## src/rtl/amp_guard_pkg.sv

```systemverilog
package amp_guard_pkg;
  typedef enum logic [1:0] {
    PH_HOLD  = 2'd0,
    PH_COUNT = 2'd1,
    PH_RUN   = 2'd2
  } phase_t;

  function automatic int cnt_width(input int limit);
    return (limit < 2) ? 1 : $clog2(limit + 1);
  endfunction
endpackage

```

## src/rtl/amp_guard_sync.sv

```systemverilog
module amp_guard_sync #(
  parameter int W      = 1,
  parameter int STAGES = 2
) (
  input  logic         clk,
  input  logic         rst,
  input  logic [W-1:0] d,
  output logic [W-1:0] q
);
  logic [W-1:0] chain [STAGES];

  always_ff @(posedge clk) begin
    if (rst) chain[0] <= '0;
    else     chain[0] <= d;
  end

  for (genvar s = 1; s < STAGES; s++) begin : g_stage
    always_ff @(posedge clk) begin
      if (rst) chain[s] <= '0;
      else     chain[s] <= chain[s-1];
    end
  end

  assign q = chain[STAGES-1];
endmodule

```

## src/rtl/amp_guard_oc_latch.sv

```systemverilog
module amp_guard_oc_latch #(
  parameter int NFLAG = 4
) (
  input  logic             clk,
  input  logic             rst,
  input  logic [NFLAG-1:0] oc_s,
  input  logic             mute_s,
  output logic             latched,
  output logic             trip
);
  logic [NFLAG-1:0] lat_q;
  logic             any_flag;
  logic             clr_ok;

  assign any_flag = |oc_s;
  assign clr_ok   = mute_s & ~any_flag;

  for (genvar i = 0; i < NFLAG; i++) begin : g_bit
    always_ff @(posedge clk) begin
      if (rst)          lat_q[i] <= 1'b0;
      else if (oc_s[i]) lat_q[i] <= 1'b1;
      else if (clr_ok)  lat_q[i] <= 1'b0;
    end
  end

  assign latched = |lat_q;
  assign trip    = latched | any_flag;
endmodule

```

## src/rtl/amp_guard_release.sv

```systemverilog
module amp_guard_release
  import amp_guard_pkg::*;
#(
  parameter int RELEASE_CYCLES = 20
) (
  input  logic clk,
  input  logic rst,
  input  logic hold,
  output logic run_q,
  output logic off_q
);
  localparam int CW = cnt_width(RELEASE_CYCLES);
  localparam logic [CW-1:0] LAST = CW'(RELEASE_CYCLES - 1);

  phase_t        phase;
  logic [CW-1:0] cnt;

  always_ff @(posedge clk) begin
    if (rst || hold) begin
      phase <= PH_HOLD;
      cnt   <= '0;
      run_q <= 1'b0;
      off_q <= 1'b1;
    end else begin
      case (phase)
        PH_HOLD, PH_COUNT: begin
          if (cnt == LAST) begin
            phase <= PH_RUN;
            run_q <= 1'b1;
            off_q <= 1'b0;
          end else begin
            phase <= PH_COUNT;
            cnt   <= cnt + 1'b1;
          end
        end
        default: begin
          phase <= PH_RUN;
          run_q <= 1'b1;
          off_q <= 1'b0;
        end
      endcase
    end
  end
endmodule

```

## src/rtl/amp_guard.sv

```systemverilog
module amp_guard #(
  parameter int NCH            = 2,
  parameter int SYNC_STAGES    = 2,
  parameter int RELEASE_CYCLES = 20_000_000
) (
  input  logic             clk,
  input  logic             rst,
  input  logic             mute_req,
  input  logic             supply_ov,
  input  logic             supply_uv,
  input  logic [2*NCH-1:0] oc_flags,
  input  logic [NCH-1:0]   ovl_flags,
  output logic [NCH-1:0]   drv_en_hi,
  output logic [NCH-1:0]   drv_en_lo,
  output logic             stage_off,
  output logic             ovl_n
);
  localparam int NOC = 2 * NCH;
  localparam int SW  = 3 + NOC + NCH;

  logic [SW-1:0]  raw_bus, syn_bus;
  logic           s_mute, s_ov, s_uv;
  logic [NOC-1:0] s_oc;
  logic [NCH-1:0] s_ovl;
  logic           oc_lat, oc_trip;
  logic           hold;
  logic           run_q, off_q;
  logic           ovl_n_q;

  assign raw_bus = {ovl_flags, oc_flags, supply_uv, supply_ov, mute_req};

  amp_guard_sync #(.W(SW), .STAGES(SYNC_STAGES)) u_sync (
    .clk(clk), .rst(rst), .d(raw_bus), .q(syn_bus)
  );

  assign s_mute = syn_bus[0];
  assign s_ov   = syn_bus[1];
  assign s_uv   = syn_bus[2];
  assign s_oc   = syn_bus[3 +: NOC];
  assign s_ovl  = syn_bus[3 + NOC +: NCH];

  amp_guard_oc_latch #(.NFLAG(NOC)) u_ocl (
    .clk(clk), .rst(rst), .oc_s(s_oc), .mute_s(s_mute),
    .latched(oc_lat), .trip(oc_trip)
  );

  assign hold = s_mute | s_ov | s_uv | oc_trip;

  amp_guard_release #(.RELEASE_CYCLES(RELEASE_CYCLES)) u_rel (
    .clk(clk), .rst(rst), .hold(hold), .run_q(run_q), .off_q(off_q)
  );

  always_ff @(posedge clk) begin
    if (rst) ovl_n_q <= 1'b1;
    else     ovl_n_q <= ~(|s_ovl);
  end

  assign drv_en_hi = {NCH{run_q}};
  assign drv_en_lo = {NCH{run_q}};
  assign stage_off = off_q;
  assign ovl_n     = ovl_n_q;
endmodule

```

## config.mk

```make
export PLATFORM = sky130hd
export DESIGN_NAME = amp_guard
export DESIGN_NICKNAME = d
export VERILOG_FILES = /design/src/rtl/amp_guard_pkg.sv /design/src/rtl/amp_guard_sync.sv /design/src/rtl/amp_guard_oc_latch.sv /design/src/rtl/amp_guard_release.sv /design/src/rtl/amp_guard.sv
export SDC_FILE = /design/constraint.sdc
export NUM_CORES = 1
export LEC_CHECK = 0
export BUFFER_PORTS_ARGS = -buffer_cell sky130_fd_sc_hd__buf_2
export CELL_PAD_IN_SITES_DETAIL_PLACEMENT = 1
export CELL_PAD_IN_SITES_GLOBAL_PLACEMENT = 2
export CORE_MARGIN = 4
export CORE_UTILIZATION = 37
export DETAILED_ROUTE_END_ITERATION = 8
export PLACE_DENSITY_LB_ADDON = 0.1
export SYNTH_ARGS = -nofsm -noshare
export SYNTH_HDL_FRONTEND = slang
export SYNTH_HIERARCHICAL = 1
export SYNTH_SLANG_ARGS = --single-unit
export TNS_END_PERCENT = 30
```

## constraint.sdc

```tcl
create_clock -name clk -period 3.22 [get_ports clk]
set_clock_uncertainty 0.05 [all_clocks]
set_input_delay 0.644 -clock clk [delete_from_list [all_inputs] [get_ports clk]]
set_output_delay 0.644 -clock clk [all_outputs]
set_load 0.03 [all_outputs]
```

**Yosys cells after proc, flatten, opt, wreduce, memory -nomap -nowiden**

Memories as Yosys holds them, arrays and structs flattened.
Cells that the tools add are included.

- Flip-flop bits (word level): 34
- Bits in writable memories: 18
- Input bits: 11
- Output and inout bits: 6
- Memories kept: 1

- Add/subtract/negate cells: 1
- Eq/ne operators: 3
- Multiplexer cells: 16
- Bitwise gates (word level): 11
- Reduce and logical (&&, ||, !) cells: 12

Memories:

| memory | words | width | rd ports | clocked after Yosys merged registers in | wr ports | line | source |
|---|---|---|---|---|---|---|---|
| u_sync.chain | 2 | 9 | 2 | 0 | 2 | amp_guard_sync.sv:10 | `logic [W-1:0] chain [STAGES];` |

Operator list:

| cell | number |
|---|---|
| adder 25 x 1 -> 25 bit, second input constant | 1 |
| == test 25 bit, second input constant | 1 |
| two-way mux 9 bit | 2 |
| two-way mux 1 bit | 12 |
| nonzero test 2 bit | 4 |
| OR reduction 4 bit | 2 |
| OR 1 bit | 6 |
| OR reduction 2 bit | 3 |
| two-way mux 2 bit | 2 |
| inverter 1 bit | 4 |
| == test 2 x 1 -> 1 bit, second input constant | 1 |
| logical NOT 2 bit | 1 |
| != test 2 x 1 -> 1 bit, second input constant | 1 |
| AND reduction 2 bit | 1 |
| AND 1 bit | 1 |
| logical OR 1 bit | 1 |

**Depth between registers and ports, before layout**

- Depth in word-level cells: 5
- Gate-level depth with buffers: 7
- Mapped depth without buffers: 7

**Hierarchy**

The synthesis kept the hierarchy.

Modules (own cells, without submodules):

| module | times used | cells an instance | area an instance (um^2) | seq. area each (um^2) |
|---|---|---|---|---|
| amp_guard_release | 1 | 171 | 1,443.9 | 560.5 |
| amp_guard_sync | 1 | 37 | 489.2 | 360.3 |
| amp_guard_oc_latch | 1 | 15 | 171.4 | 80.1 |
| amp_guard | 1 | 7 | 65.1 | 20.0 |

**Least setup slack after synthesis**

Ideal clock, no wire load.

- Path kind: register to register
- From: register u_ocl.lat_q[0]
- To: register u_rel.cnt[2]
- Arrival time: 2.409 ns
- Data required time: 3.107 ns
- Setup slack: 0.697 ns
- Cell stages (with the launch flop): 8
- Path buffers: 1
- Clock period less this slack: 2.523 ns
- Cells stage by stage: dfxtp_1 or4_4 nand2b_4 or4_1 or2_1 clkbuf_1 or4_1 nand3_1

- Cells in the longest elaborated chain, start to end: 4

Ends and longest elaborated chain:

| what | line | source |
|---|---|---|
| start, declared | amp_guard_oc_latch.sv:11 | `logic [NFLAG-1:0] lat_q;` |
| start signal, assigned by index | amp_guard_oc_latch.sv:20 | `if (rst) lat_q[i] <= 1'b0;` |
| start signal, assigned by index | amp_guard_oc_latch.sv:21 | `else if (oc_s[i]) lat_q[i] <= 1'b1;` |
| start signal, assigned by index | amp_guard_oc_latch.sv:22 | `else if (clr_ok) lat_q[i] <= 1'b0;` |
| OR reduction 4 bit | amp_guard_oc_latch.sv:26 | `assign latched = \|lat_q;` |
| net oc_lat | amp_guard.sv:25 | `logic oc_lat, oc_trip;` |
| OR 1 bit | amp_guard_oc_latch.sv:27 | `assign trip = latched \| any_flag;` |
| net oc_trip | amp_guard.sv:25 |  |
| OR 1 bit | amp_guard.sv:47 | `assign hold = s_mute \| s_ov \| s_uv \| oc_trip;` |
| net hold | amp_guard.sv:26 | `logic hold;` |
| logical OR 1 bit | amp_guard_release.sv:19 | `if (rst \|\| hold) begin` |
| end signal, assigned | amp_guard_release.sv:33 | `cnt <= cnt + 1'b1;` |
| end, declared | amp_guard_release.sv:16 | `logic [CW-1:0] cnt;` |

The timed path passes the listed nets, and every way through them passes these cells.
A chain may end at the register's enable or synchronous reset.

**Worst setup path in the final report**

- From: register u_ocl.lat_q[0]
- To: register u_rel.cnt[3]

Same word-level chain as after synthesis.

==> reports/metrics.csv <==
stage;metric;value;unit
yosys;top cell type by total area after synthesis;dfxtp_1;
cts;H-tree depth;2;
setup_path;Worst Setup Path Type;flip-flop to flip-flop;
setup_path;r2r setup slk;570;ps
finish;# diodes;0;
yosys;Synth area leaders;dfxtp_1, nand4_1, nand3_1;
placed_design;GP Congestion;0.793;
finish;area grow syn2layout;10.3;%
floorplanning;Die W;84.6;microns
routing;total wire length;5000;microns
cts;CTS tree;yes;
routing;First-pass DRT Iterations;4;
cts;post-CTS setup buffer count;0;
floorplanning;Top Ports;17;
power;P per Cell Area;466;nW/um^2
yosys;ys flop type;dfxtp_1;
global_route;Remaining Overflow, GRT;0;
yosys;syn_nets;242;
placed_design;# port buffers;16;
global_route;first-pass GRT wire length;8500;microns
yosys;Async S/R FF share, synth;0;%
routing;DR vias;1809;
routing;DRC Markers;0;
setup_path;critical path arrival;2850;ps
timing;Slew headroom;55.3;%
routing;drt first-iter violations;76;
status;status;complete, no violations;
finish;# fillers;658;
yosys;yosys warns;6;
timing;highest clock rate;0.377;GHz
routing;drt via density;5.71;
timing;Pins Over Slew Limit;0;
setup_path;CP max-delay cell;or4_1;
global_route;vias in the first global route;1827;
cts;total clock sinks;51;
floorplanning;Row Count;27;
timing;final period utilization;82.4;%
timing;Least-Margin Pin Slew;669;ps
setup_path;Critical Path End Type;flip-flop;
yosys;Synth Area per Inst;9.43;sq um
finish;share of cells above drive strength 1;13.1;%
global_route;largest net degree at the start of global routing;29;
floorplanning;core area;5610;sq um
cts;CTS Buffer Depth;2;
cts;hold_buf cts;0;
floorplanning;Die Height;84.6;microns
global_route;initial antenna violation count;0;
setup_path;worst-path fanout max;10;
cts;CTS Root Cell;clkbuf_8;
power;VDD IR-drop max;0.231;mV
placed_design;HPWL Detailed;3680;microns
timing;setup_tns;0;ps
worst_hold_path;Worst Hold Class;flip-flop to flip-flop;
finish;Reg area;1020;sq um
yosys;EDFF count, synth;0;
yosys;Cell Area, Synth;2170;sq um
floorplanning;Initial Utilization;38.7;%
cts;CTS buffer count;5;
timing;Final setup viols;0;
routing;Routed WL per cell;15.8;microns
timing;Hold Fails Final Rpt;0;
yosys;Synth top area share;47.1;%
finish;Nets;256;
yosys;Post-Synthesis Cells;230;
flow_run;max_cap viols;0;
setup_path;most frequent cell on the critical path;or4_1;
setup_path;Critical Path Max Stage Delay;540;ps
floorplanning;Total Die Area;7150;sq um
yosys;sequential element share of the synthesized area;47.1;%
cts;clk_lat worst skew;310;ps
setup_path;Startpoint Class;flip-flop;
power;leakage power;0.842;nW
yosys;Cell variety after synth;47;
routing;DRT antenna net count;0;
timing;RSZ-0062 raised after global routing;false;
yosys;Yosys reg bits;51;
global_route;GRT Util Overall;14.6;%
finish;multi-input logic area;1070;sq um
yosys;Post-synth top cells;dfxtp_1, nand3_1, nor2_1, nand4_1, a21oi_1;
setup_path;cells along the critical path;or4_4 -> nand2b_4 -> or4_1 -> or2_1 -> or4_1 -> nand3_1;
cts;cts repair resizes;0;
timing;min cycle time layout;2650;ps
cts;clock-pin slew on the worst setup and hold paths;100;ps
yosys;most frequent cell after synthesis;dfxtp_1;
setup_path;Critical Path RT;3420;ps
power;Final Total Pwr;1.11;mW
-- final cells by class --
class	count	area share (%)
Timing Repair Buffer	18	3.97
Tap cell	72	3.77
Clock inverter	3	1.20
Clock buffer	5	2.88
Multi-Input combinational cell	164	44.9
Sequential cell	51	42.7
Inverter	4	0.628
-- where the power goes --
group	internal, mW	total, mW	leakage [nW]	switching, mW
registers	0.647	0.661	0.416	0.0134
logic	0.0306	0.0640	0.376	0.0334
clock network	0.161	0.390	0.0502	0.228
total	0.839	1.11	0.842	0.275
-- cells by family (layout without fill, tap and decap cells) --
group           Yosys count  after routing  synth area share (%)
fa+ha+maj                 1              1                 0.577
buf+inv                  15             30                  3.46
compound gates           41             41                  12.7
flops                    51             51                  47.1
mux                       1              1                 0.461
simple gates            118            118                  34.5
xor+xnor                  3              3                  1.21
-- metal layers --
| layer | vias to the layer above | GRT usage [%] | wire, microns |
|---|---|---|---|
| met5 | - | 0 | 0 |
| met4 | 0 | 5.18 | 100 |
| met3 | 9 | 3.34 | 175 |
| met2 | 31 | 24.3 | 2390 |
| met1 | 878 | 18.4 | 2330 |
| li1 | 891 | - | - |
-- critical path: cells and delay by family, from the launching register on --
| kind | cells | cell delay (ps) |
|---|---|---|
| AND/OR/NAND/NOR | 6 | 2240 |
| flip-flops | 1 | 320 |
-- cells in the final DEF, fill, tap and decap left out, types with 2 or more instances in the layout --
cell / synthesis / routed
o311ai_0: 4 / 4
nor2b_1: 11 / 11
o211ai_1: 2 / 2
nor2_1: 17 / 17
o31ai_1: 5 / 5
xor2_1: 2 / 2
buf_4: 5 / 2
and2b_1: 7 / 7
a21o_1: 3 / 3
o21ai_0: 4 / 4
a211oi_1: 4 / 4
or3_1: 7 / 7
inv_1: 4 / 4
nor4_4: 2 / 2
nand2_1: 7 / 7
and4_1: 2 / 2
nand4_1: 14 / 14
nor3_1: 3 / 3
o41ai_1: 2 / 2
a21oi_1: 13 / 13
dfxtp_1: 51 / 51
or4_1: 11 / 11
clkbuf_8: 0 / 5
clkinv_4: 0 / 2
buf_2: 0 / 16
nand2b_1: 2 / 2
nand3_1: 17 / 17
and3_1: 4 / 4
-- sequential cells by signal, indices dropped and copies added (netlist names) --
name,flops
u_rel/off_q,1
u_rel/phase,1
ovl_n,1
u_rel/cnt,25
u_rel/run_q,1
u_sync/chain,18
u_ocl/lat_q,4
-- metrics by stage --
| stage | cells | utilization [%] | setup WS [ps] | area (sq um) | hold WS, ps |
|---|---|---|---|---|---|
| 6_report | 317 | 42.7 | 565 | 2390 | 378 |
| 2_1_floorplan | 230 | - | 697 | 2170 | 334 |
| 5_1_grt | 317 | 42.7 | 391 | 2390 | 403 |
| 3_5_place_dp | 309 | 40.9 | 572 | 2290 | 371 |
| 3_3_place_gp | 309 | 40.9 | 637 | 2290 | 350 |
| 4_1_cts | 317 | 42.7 | 547 | 2390 | 392 |
-- worst paths after layout --
| check | start | cells past startpoint | endpoint |
|---|---|---|---|
| hold / removal | u_sync/chain[1][7]$_SDFF_PP0_ | 1 | ovl_n$_SDFF_PP1_ |
| hold reg to reg | u_sync/chain[1][7]$_SDFF_PP0_ | 1 | ovl_n$_SDFF_PP1_ |
| setup reg to reg | u_ocl/lat_q[0]$_SDFFE_PP0P_ | 6 | u_rel/cnt[3]$_SDFFE_PP0P_ |
| setup / recovery | u_ocl/lat_q[0]$_SDFFE_PP0P_ | 6 | u_rel/cnt[3]$_SDFFE_PP0P_ |
No activity file was read; power rests on OpenSTA's default activity.
